`config.mk`:
```
export PLATFORM = sky130hd
export DESIGN_NAME = mc_ingress_ni
export DESIGN_NICKNAME = d
export VERILOG_FILES = /design/src/rtl/mc_ni_pkg.sv /design/src/rtl/mc_ni_cell_fifo.sv /design/src/rtl/mc_ni_credit_ctr.sv /design/src/rtl/mc_ni_lowbit_pick.sv /design/src/rtl/mc_ingress_ni.sv
export SDC_FILE = /design/constraint.sdc
export NUM_CORES = 1
export LEC_CHECK = 0
export ABC_CLOCK_PERIOD_IN_PS = 3490
export BUFFER_PORTS_ARGS = -buffer_cell sky130_fd_sc_hd__buf_2
export CAP_MARGIN = 40
export CORE_ASPECT_RATIO = 0.6
export CORE_MARGIN = 2
export CORE_UTILIZATION = 40
export CTS_CLUSTER_SIZE = 10
export DETAILED_ROUTE_END_ITERATION = 8
export HOLD_SLACK_MARGIN = 0.03
export PLACE_DENSITY = 0.54
export SYNTH_ARGS = -nofsm -noshare
export SYNTH_HDL_FRONTEND = slang
export SYNTH_SLANG_ARGS = --single-unit
```
`constraint.sdc`:
```
create_clock -name clk_i -period 3.49 [get_ports clk_i]
set_input_delay 0.349 -clock clk_i [delete_from_list [all_inputs] [get_ports clk_i]]
set_output_delay 0.349 -clock clk_i [all_outputs]
set_load 0.03 [all_outputs]
```
`src/rtl/mc_ni_pkg.sv`:
```
package mc_ni_pkg;
  typedef enum logic {
    FWD_MCAST = 1'b0,
    FWD_COPY  = 1'b1
  } fwd_mode_e;
endpackage

```
`src/rtl/mc_ni_cell_fifo.sv`:
```
module mc_ni_cell_fifo #(
  parameter int WIDTH = 20,
  parameter int DEPTH = 4
) (
  input  logic             clk_i,
  input  logic             rst_i,
  input  logic             wr_en_i,
  input  logic [WIDTH-1:0] wr_data_i,
  input  logic             rd_en_i,
  output logic [WIDTH-1:0] rd_data_o,
  output logic             empty_o,
  output logic             full_o
);
  localparam int AW = (DEPTH > 1) ? $clog2(DEPTH) : 1;
  localparam int CW = $clog2(DEPTH + 1);
  localparam logic [AW-1:0] LAST = AW'(DEPTH - 1);

  logic [WIDTH-1:0] mem [DEPTH];
  logic [AW-1:0]    wr_ptr, rd_ptr;
  logic [CW-1:0]    count;

  always_ff @(posedge clk_i) begin
    if (wr_en_i) mem[wr_ptr] <= wr_data_i;
  end

  always_ff @(posedge clk_i) begin
    if (rst_i) begin
      wr_ptr <= '0;
      rd_ptr <= '0;
      count  <= '0;
    end else begin
      if (wr_en_i) wr_ptr <= (wr_ptr == LAST) ? '0 : wr_ptr + 1'b1;
      if (rd_en_i) rd_ptr <= (rd_ptr == LAST) ? '0 : rd_ptr + 1'b1;
      case ({wr_en_i, rd_en_i})
        2'b10:   count <= count + 1'b1;
        2'b01:   count <= count - 1'b1;
        default: count <= count;
      endcase
    end
  end

  assign rd_data_o = mem[rd_ptr];
  assign empty_o   = (count == '0);
  assign full_o    = (count == CW'(DEPTH));

  assert_no_overflow_R2: assert property (@(posedge clk_i) disable iff (rst_i)
    full_o |-> !wr_en_i);
  assert_no_underflow_R1: assert property (@(posedge clk_i) disable iff (rst_i)
    empty_o |-> !rd_en_i);
endmodule

```
`src/rtl/mc_ni_credit_ctr.sv`:
```
module mc_ni_credit_ctr #(
  parameter int MAX_CREDITS = 2
) (
  input  logic clk_i,
  input  logic rst_i,
  input  logic spend_i,
  input  logic refund_i,
  output logic avail_o
);
  localparam int CW = $clog2(MAX_CREDITS + 1);
  localparam logic [CW-1:0] FULL = CW'(MAX_CREDITS);

  logic [CW-1:0] credits;

  always_ff @(posedge clk_i) begin
    if (rst_i) begin
      credits <= FULL;
    end else begin
      case ({spend_i, refund_i})
        2'b10:   credits <= credits - 1'b1;
        2'b01:   credits <= credits + 1'b1;
        default: credits <= credits;
      endcase
    end
  end

  assign avail_o = (credits != '0);

  assert_credit_bound_R3: assert property (@(posedge clk_i) disable iff (rst_i)
    (credits == FULL) |-> !(refund_i && !spend_i));
  assert_spend_needs_credit_R3: assert property (@(posedge clk_i) disable iff (rst_i)
    spend_i |-> (credits != '0));
endmodule

```
`src/rtl/mc_ni_lowbit_pick.sv`:
```
module mc_ni_lowbit_pick #(
  parameter int N = 4
) (
  input  logic [N-1:0] pending_i,
  output logic [N-1:0] pick_o,
  output logic         last_o
);
  logic [N-1:0] rest;

  assign pick_o = pending_i & (~pending_i + {{(N-1){1'b0}}, 1'b1});
  assign rest   = pending_i & ~pick_o;
  assign last_o = (rest == '0);
endmodule

```
`src/rtl/mc_ingress_ni.sv`:
```
module mc_ingress_ni #(
  parameter int NUM_OUT     = 4,
  parameter int PAYLOAD_W   = 16,
  parameter int FIFO_DEPTH  = 4,
  parameter int RTR_CREDITS = 2
) (
  input  logic                 clk_i,
  input  logic                 rst_i,
  input  logic                 copy_mode_i,
  input  logic                 cell_valid_i,
  output logic                 cell_ready_o,
  input  logic [NUM_OUT-1:0]   cell_mask_i,
  input  logic [PAYLOAD_W-1:0] cell_data_i,
  output logic                 pkt_valid_o,
  output logic [NUM_OUT-1:0]   pkt_mask_o,
  output logic [PAYLOAD_W-1:0] pkt_data_o,
  input  logic                 rtr_credit_i
);
  import mc_ni_pkg::*;

  localparam int CELL_W = NUM_OUT + PAYLOAD_W;

  fwd_mode_e              mode;
  logic                   fifo_empty, fifo_full, push, pop;
  logic [CELL_W-1:0]      head;
  logic [NUM_OUT-1:0]     head_mask, sent_q, pending, pick;
  logic [PAYLOAD_W-1:0]   head_data;
  logic                   pick_last, credit_ok, emit;
  logic [NUM_OUT-1:0]     emit_mask;

  assign mode         = fwd_mode_e'(copy_mode_i);
  assign cell_ready_o = !fifo_full;
  assign push         = cell_valid_i && !fifo_full;

  mc_ni_cell_fifo #(.WIDTH(CELL_W), .DEPTH(FIFO_DEPTH)) fifo_i (
    .clk_i     (clk_i),
    .rst_i     (rst_i),
    .wr_en_i   (push),
    .wr_data_i ({cell_mask_i, cell_data_i}),
    .rd_en_i   (pop),
    .rd_data_o (head),
    .empty_o   (fifo_empty),
    .full_o    (fifo_full)
  );

  assign head_mask = head[CELL_W-1:PAYLOAD_W];
  assign head_data = head[PAYLOAD_W-1:0];
  assign pending   = head_mask & ~sent_q;

  mc_ni_lowbit_pick #(.N(NUM_OUT)) pick_i (
    .pending_i (pending),
    .pick_o    (pick),
    .last_o    (pick_last)
  );

  mc_ni_credit_ctr #(.MAX_CREDITS(RTR_CREDITS)) credit_i (
    .clk_i    (clk_i),
    .rst_i    (rst_i),
    .spend_i  (emit),
    .refund_i (rtr_credit_i),
    .avail_o  (credit_ok)
  );

  // Head-of-queue dispatch: one packet per cycle at most.
  always_comb begin
    emit      = 1'b0;
    pop       = 1'b0;
    emit_mask = head_mask;
    if (!fifo_empty) begin
      if (mode == FWD_COPY) begin
        emit_mask = pick;
        if (pending == '0) begin
          pop = 1'b1;
        end else if (credit_ok) begin
          emit = 1'b1;
          pop  = pick_last;
        end
      end else begin
        if (head_mask == '0) begin
          pop = 1'b1;
        end else if (credit_ok) begin
          emit = 1'b1;
          pop  = 1'b1;
        end
      end
    end
  end

  always_ff @(posedge clk_i) begin
    if (rst_i) begin
      sent_q      <= '0;
      pkt_valid_o <= 1'b0;
      pkt_mask_o  <= '0;
      pkt_data_o  <= '0;
    end else begin
      if (pop)       sent_q <= '0;
      else if (emit) sent_q <= sent_q | pick;
      pkt_valid_o <= emit;
      if (emit) begin
        pkt_mask_o <= emit_mask;
        pkt_data_o <= head_data;
      end
    end
  end

  assert_copy_onehot_R4: assert property (@(posedge clk_i) disable iff (rst_i)
    (pkt_valid_o && copy_mode_i) |-> ($countones(pkt_mask_o) == 1));
  assert_no_empty_packet_R7: assert property (@(posedge clk_i) disable iff (rst_i)
    pkt_valid_o |-> (pkt_mask_o != '0));
endmodule

```
==> out/metrics.sh <==
STATUS='finished, final reports clean'
GRT_SETUP_UNREPAIRED='no'
IO_BUFFERS=46
FLOORPLAN.CORE_AREA_UM2=11300
LAYOUT.NETS=380
SYNTH-ASYNC-RESET-RATIO=0
PATH_CLASS='reg -> reg'
POST-ROUTE-PERIOD-UTIL=0.927
NUMBER_OF_PLACEMENT_ROWS=30
WORST_SETUP_HOLD_PATH_CLK_SLEW_PS=50
INITIAL_UTILIZATION=0.410
FILLERINSTANCES=976
GRT_ANTENNA_BEFORE_REPAIR=0
VIAS=2529
DRV_SLEW=0
CHIPWIDTH_UM=143
FINALCRITICALPERIOD_PS=3240
CTS-HTREE-LEVELS=4
NUMCTSBUFFERS=17
CRITICAL_PATH_ARRIVAL_PS=3570
CTS_ROOT_BUF='clkbuf_16'
NUM_IO_PINS=47
FIN_SKEW_PS=9.64
YS_SEQ_AREA_FRAC=0.676
IR_WORST_VDD_mV=0.386
POST_SYNTHESIS_NET_COUNT=319
CTS_TREE='yes'
SYNTH_TOP_CELLS_BY_AREA='edfxtp_1 52%, dfxtp_1 16%, mux4_2 8.8%'
FINALWIRELENGTH_UM=8660
MEAN_CELL_AREA_OF_THE_MAPPED_NETLIST_UM2=16.2
NUMBER_OF_GLOBAL_ROUTE_VIAS_BEFORE_REPAIR=2513
CTS-HOLD-FIX-BUFFERS=0
WIRE_PER_INST_UM=17.2
CLOCK.FMAX_MHz=309
SYN2LAYOUT_AREA_GROWTH_PCT=22.0
POST-ROUTE-DRC-COUNT=0
POST_CTS.RESIZED_INSTANCES=0
DRT_ITER0_DRC=141
CTS-ROOT-TO-SINK-BUFFERS=2
CAP_VIOLATIONS=0
NUMBER_OF_ANTENNA_DIODES=0
YOSYSTOPAREACELL='edfxtp_1'
GLOBALROUTETOTALUTIL=0.155
SETUP_SLACK_PS=254
SYN-INSTANCE-COUNT=286
GRT_OVERFLOW_TOTAL=0
GP_CONGESTION=0.768
PLACEMENT.SETUP.WORST_SLACK_PS=222
MIN-DELAY-PATH-CLASS='in -> reg'
SYNTHESIS.AREA_UM2=4620
DETAIL-ROUTE-ANTENNA-NETS=0
SYNTHDOMINANTCELLAREASHARE=0.520
NUMBER_OF_SYNTHESIZED_FLOPS_WITH_AN_ENABLE_PIN=80
AVGVIACOUNTPERCELL=5.02
DIE_AREA_UM2=12500
POWER_DENSITY_nW_PER_UM2=929
SYNTH_CELL_TYPE_COUNT=41
YOSYS_WARNINGS=0
PIN_COUNT_OF_THE_BIGGEST_NET_ENTERING_GLOBAL_ROUTING=37
WORST-SLEW-PIN-TRANSITION_PS=715
CRITICAL_PATH.SLOWEST_CELL='dfxtp_1'
TRITONROUTE_PASS_1_ITERS=4
PATH_CELLS='buf_4, mux4_2, a21oi_2, nand4_2, a211oi_4, ha_1, inv_1, fa_1, xor2_1, or3_1, a21oi_1'
STARTPOINT_CLASS_OF_THE_CRITICAL_PATH='register'
HOLD_VIOLATIONS=0
PLACE_HPWL_UM=5390
HOLD_SLACK_PS=157
LAYOUT.AREA.SEQ_UM2=3120
MULTIINPUTGATEAREA_UM2=1380
WORSTPATHMAXFANOUT=11
CP-END-KIND='register'
SYNTH.TOP_CELLS.BY_COUNT='80 x edfxtp_1, 36 x dfxtp_1, 30 x nor2_1'
POWER.STATIC_LEAKAGE_nW=2.09
REQUIRED_PS=3820
SYNTH_MOST_COMMON_CELL='edfxtp_1'
FLOP_AND_LATCH_COUNT_OUT_OF_SYNTHESIS=116
CLK_LAT_WORST_SKEW_PS=410
DESIGN_POWER_TOTAL_mW=5.24
POSTCTSSETUPBUFFERS=0
WIRE_LENGTH_OF_THE_FIRST_GLOBAL_ROUTING_PASS_UM=13800
FINALSETUPTNS_PS=0
CLOCK-SINKS=116
POST_ROUTE_CELLS_DRIVE_ABOVE_1_SHARE=0.325
MAX_SLEW_MARGIN=0.524
SLOWEST_DELAY_PS=630
FP.DIEH_UM=87.2
TIMING.FINAL.SETUP_VIOLATIONS=0
YS_DOMINANT_REG_CELL='edfxtp_1'
==> state kept, by name (all words and copies together) (netlist names), named ones only <==
name              cells
fifo_i.mem           80
pkt_data_o           16
pkt_mask_o            4
sent_q                4
fifo_i.count          3
credit_i.credits      2
fifo_i.rd_ptr         2
fifo_i.wr_ptr         2
pkt_valid_o           1
==> layout make-up <==
type                            instances  share of cell area
Clock buffer                           20              0.0775
Multi-Input combinational cell        149               0.245
Sequential cell                       116               0.554
Timing Repair Buffer                   55              0.0528
Inverter                                8             0.00533
Tap cell                              144              0.0320
Clock inverter                         12              0.0329
==> cell usage in the layout, fill, tap and decap left out, types with 2 or more instances in the layout <==
| master | count |
|---|---|
| a211oi_1 | 2 |
| a21oi_1 | 6 |
| a22oi_4 | 2 |
| a311oi_1 | 2 |
| a31oi_1 | 3 |
| and3_1 | 5 |
| buf_2 | 46 |
| buf_4 | 9 |
| bufinv_16 | 5 |
| clkbuf_1 | 3 |
| clkbuf_16 | 17 |
| clkinv_1 | 2 |
| clkinv_2 | 4 |
| dfxtp_1 | 35 |
| edfxtp_1 | 80 |
| ha_1 | 7 |
| inv_1 | 7 |
| mux2_2 | 5 |
| mux2i_1 | 20 |
| mux4_2 | 18 |
| nand2_1 | 8 |
| nand2b_1 | 2 |
| nor2_1 | 30 |
| nor2b_1 | 6 |
| nor3_1 | 10 |
| o21ai_0 | 3 |
| or3_1 | 2 |
| xor2_1 | 4 |
==> critical path, delay by kind of cell, from the launching register on <==
family | cells | cell delay, ps
AO/OA/AOI/OAI | 3 | 630
XOR/XNOR | 1 | 160
adder cells (fa/ha/maj) | 2 | 600
buffers and inverters | 2 | 300
flip-flops | 1 | 630
multiplexers | 1 | 380
AND/OR/NAND/NOR | 2 | 460
==> layer usage <==
metal | part of all wire | track usage | routed length [um]
met4 | 0.014 | 0.0702 | 121
met3 | 0.048 | 0.0605 | 420
met2 | 0.43 | 0.220 | 3730
met1 | 0.51 | 0.212 | 4390
met5 | 0 | 0 | 0
==> kinds of logic after synthesis <==
| logic type | after synthesis | synth area share |
|---|---|---|
| fa+ha+maj | 9 | 0.0255 |
| compound gates | 23 | 0.0431 |
| mux | 45 | 0.152 |
| xor+xnor | 4 | 0.00758 |
| simple gates | 68 | 0.0710 |
| flops | 116 | 0.676 |
| buf+inv | 21 | 0.0246 |
==> worst paths after layout <==
| check | from | to | cells after the start | slack, ps |
|---|---|---|---|---|
| worst min-delay path | cell_data_i[9] | fifo_i.mem[1][9] | 1 | 160 |
| worst max register to register | register | fifo_i.count[2] | 11 | 250 |
| worst min register to register | pkt_mask_o[0] | pkt_mask_o[0] | 2 | 460 |
| worst max-delay path | register | fifo_i.count[2] | 11 | 250 |
==> power breakdown <==
part           total, mW  internal, mW  switching, mW
sequential          1.87          1.73          0.138
clock               1.84          1.25          0.582
combinational       1.53         0.618          0.909
==> through the flow <==
step | utilization | cells | area [um^2]
6_report | 0.501 | 504 | 5640
5_1_grt | 0.501 | 504 | 5640
4_1_cts | 0.501 | 504 | 5640
3_5_place_dp | 0.445 | 472 | 5010
3_3_place_gp | 0.445 | 472 | 5010
2_1_floorplan | - | 286 | 4620
(Power assumes the default switching activity.)
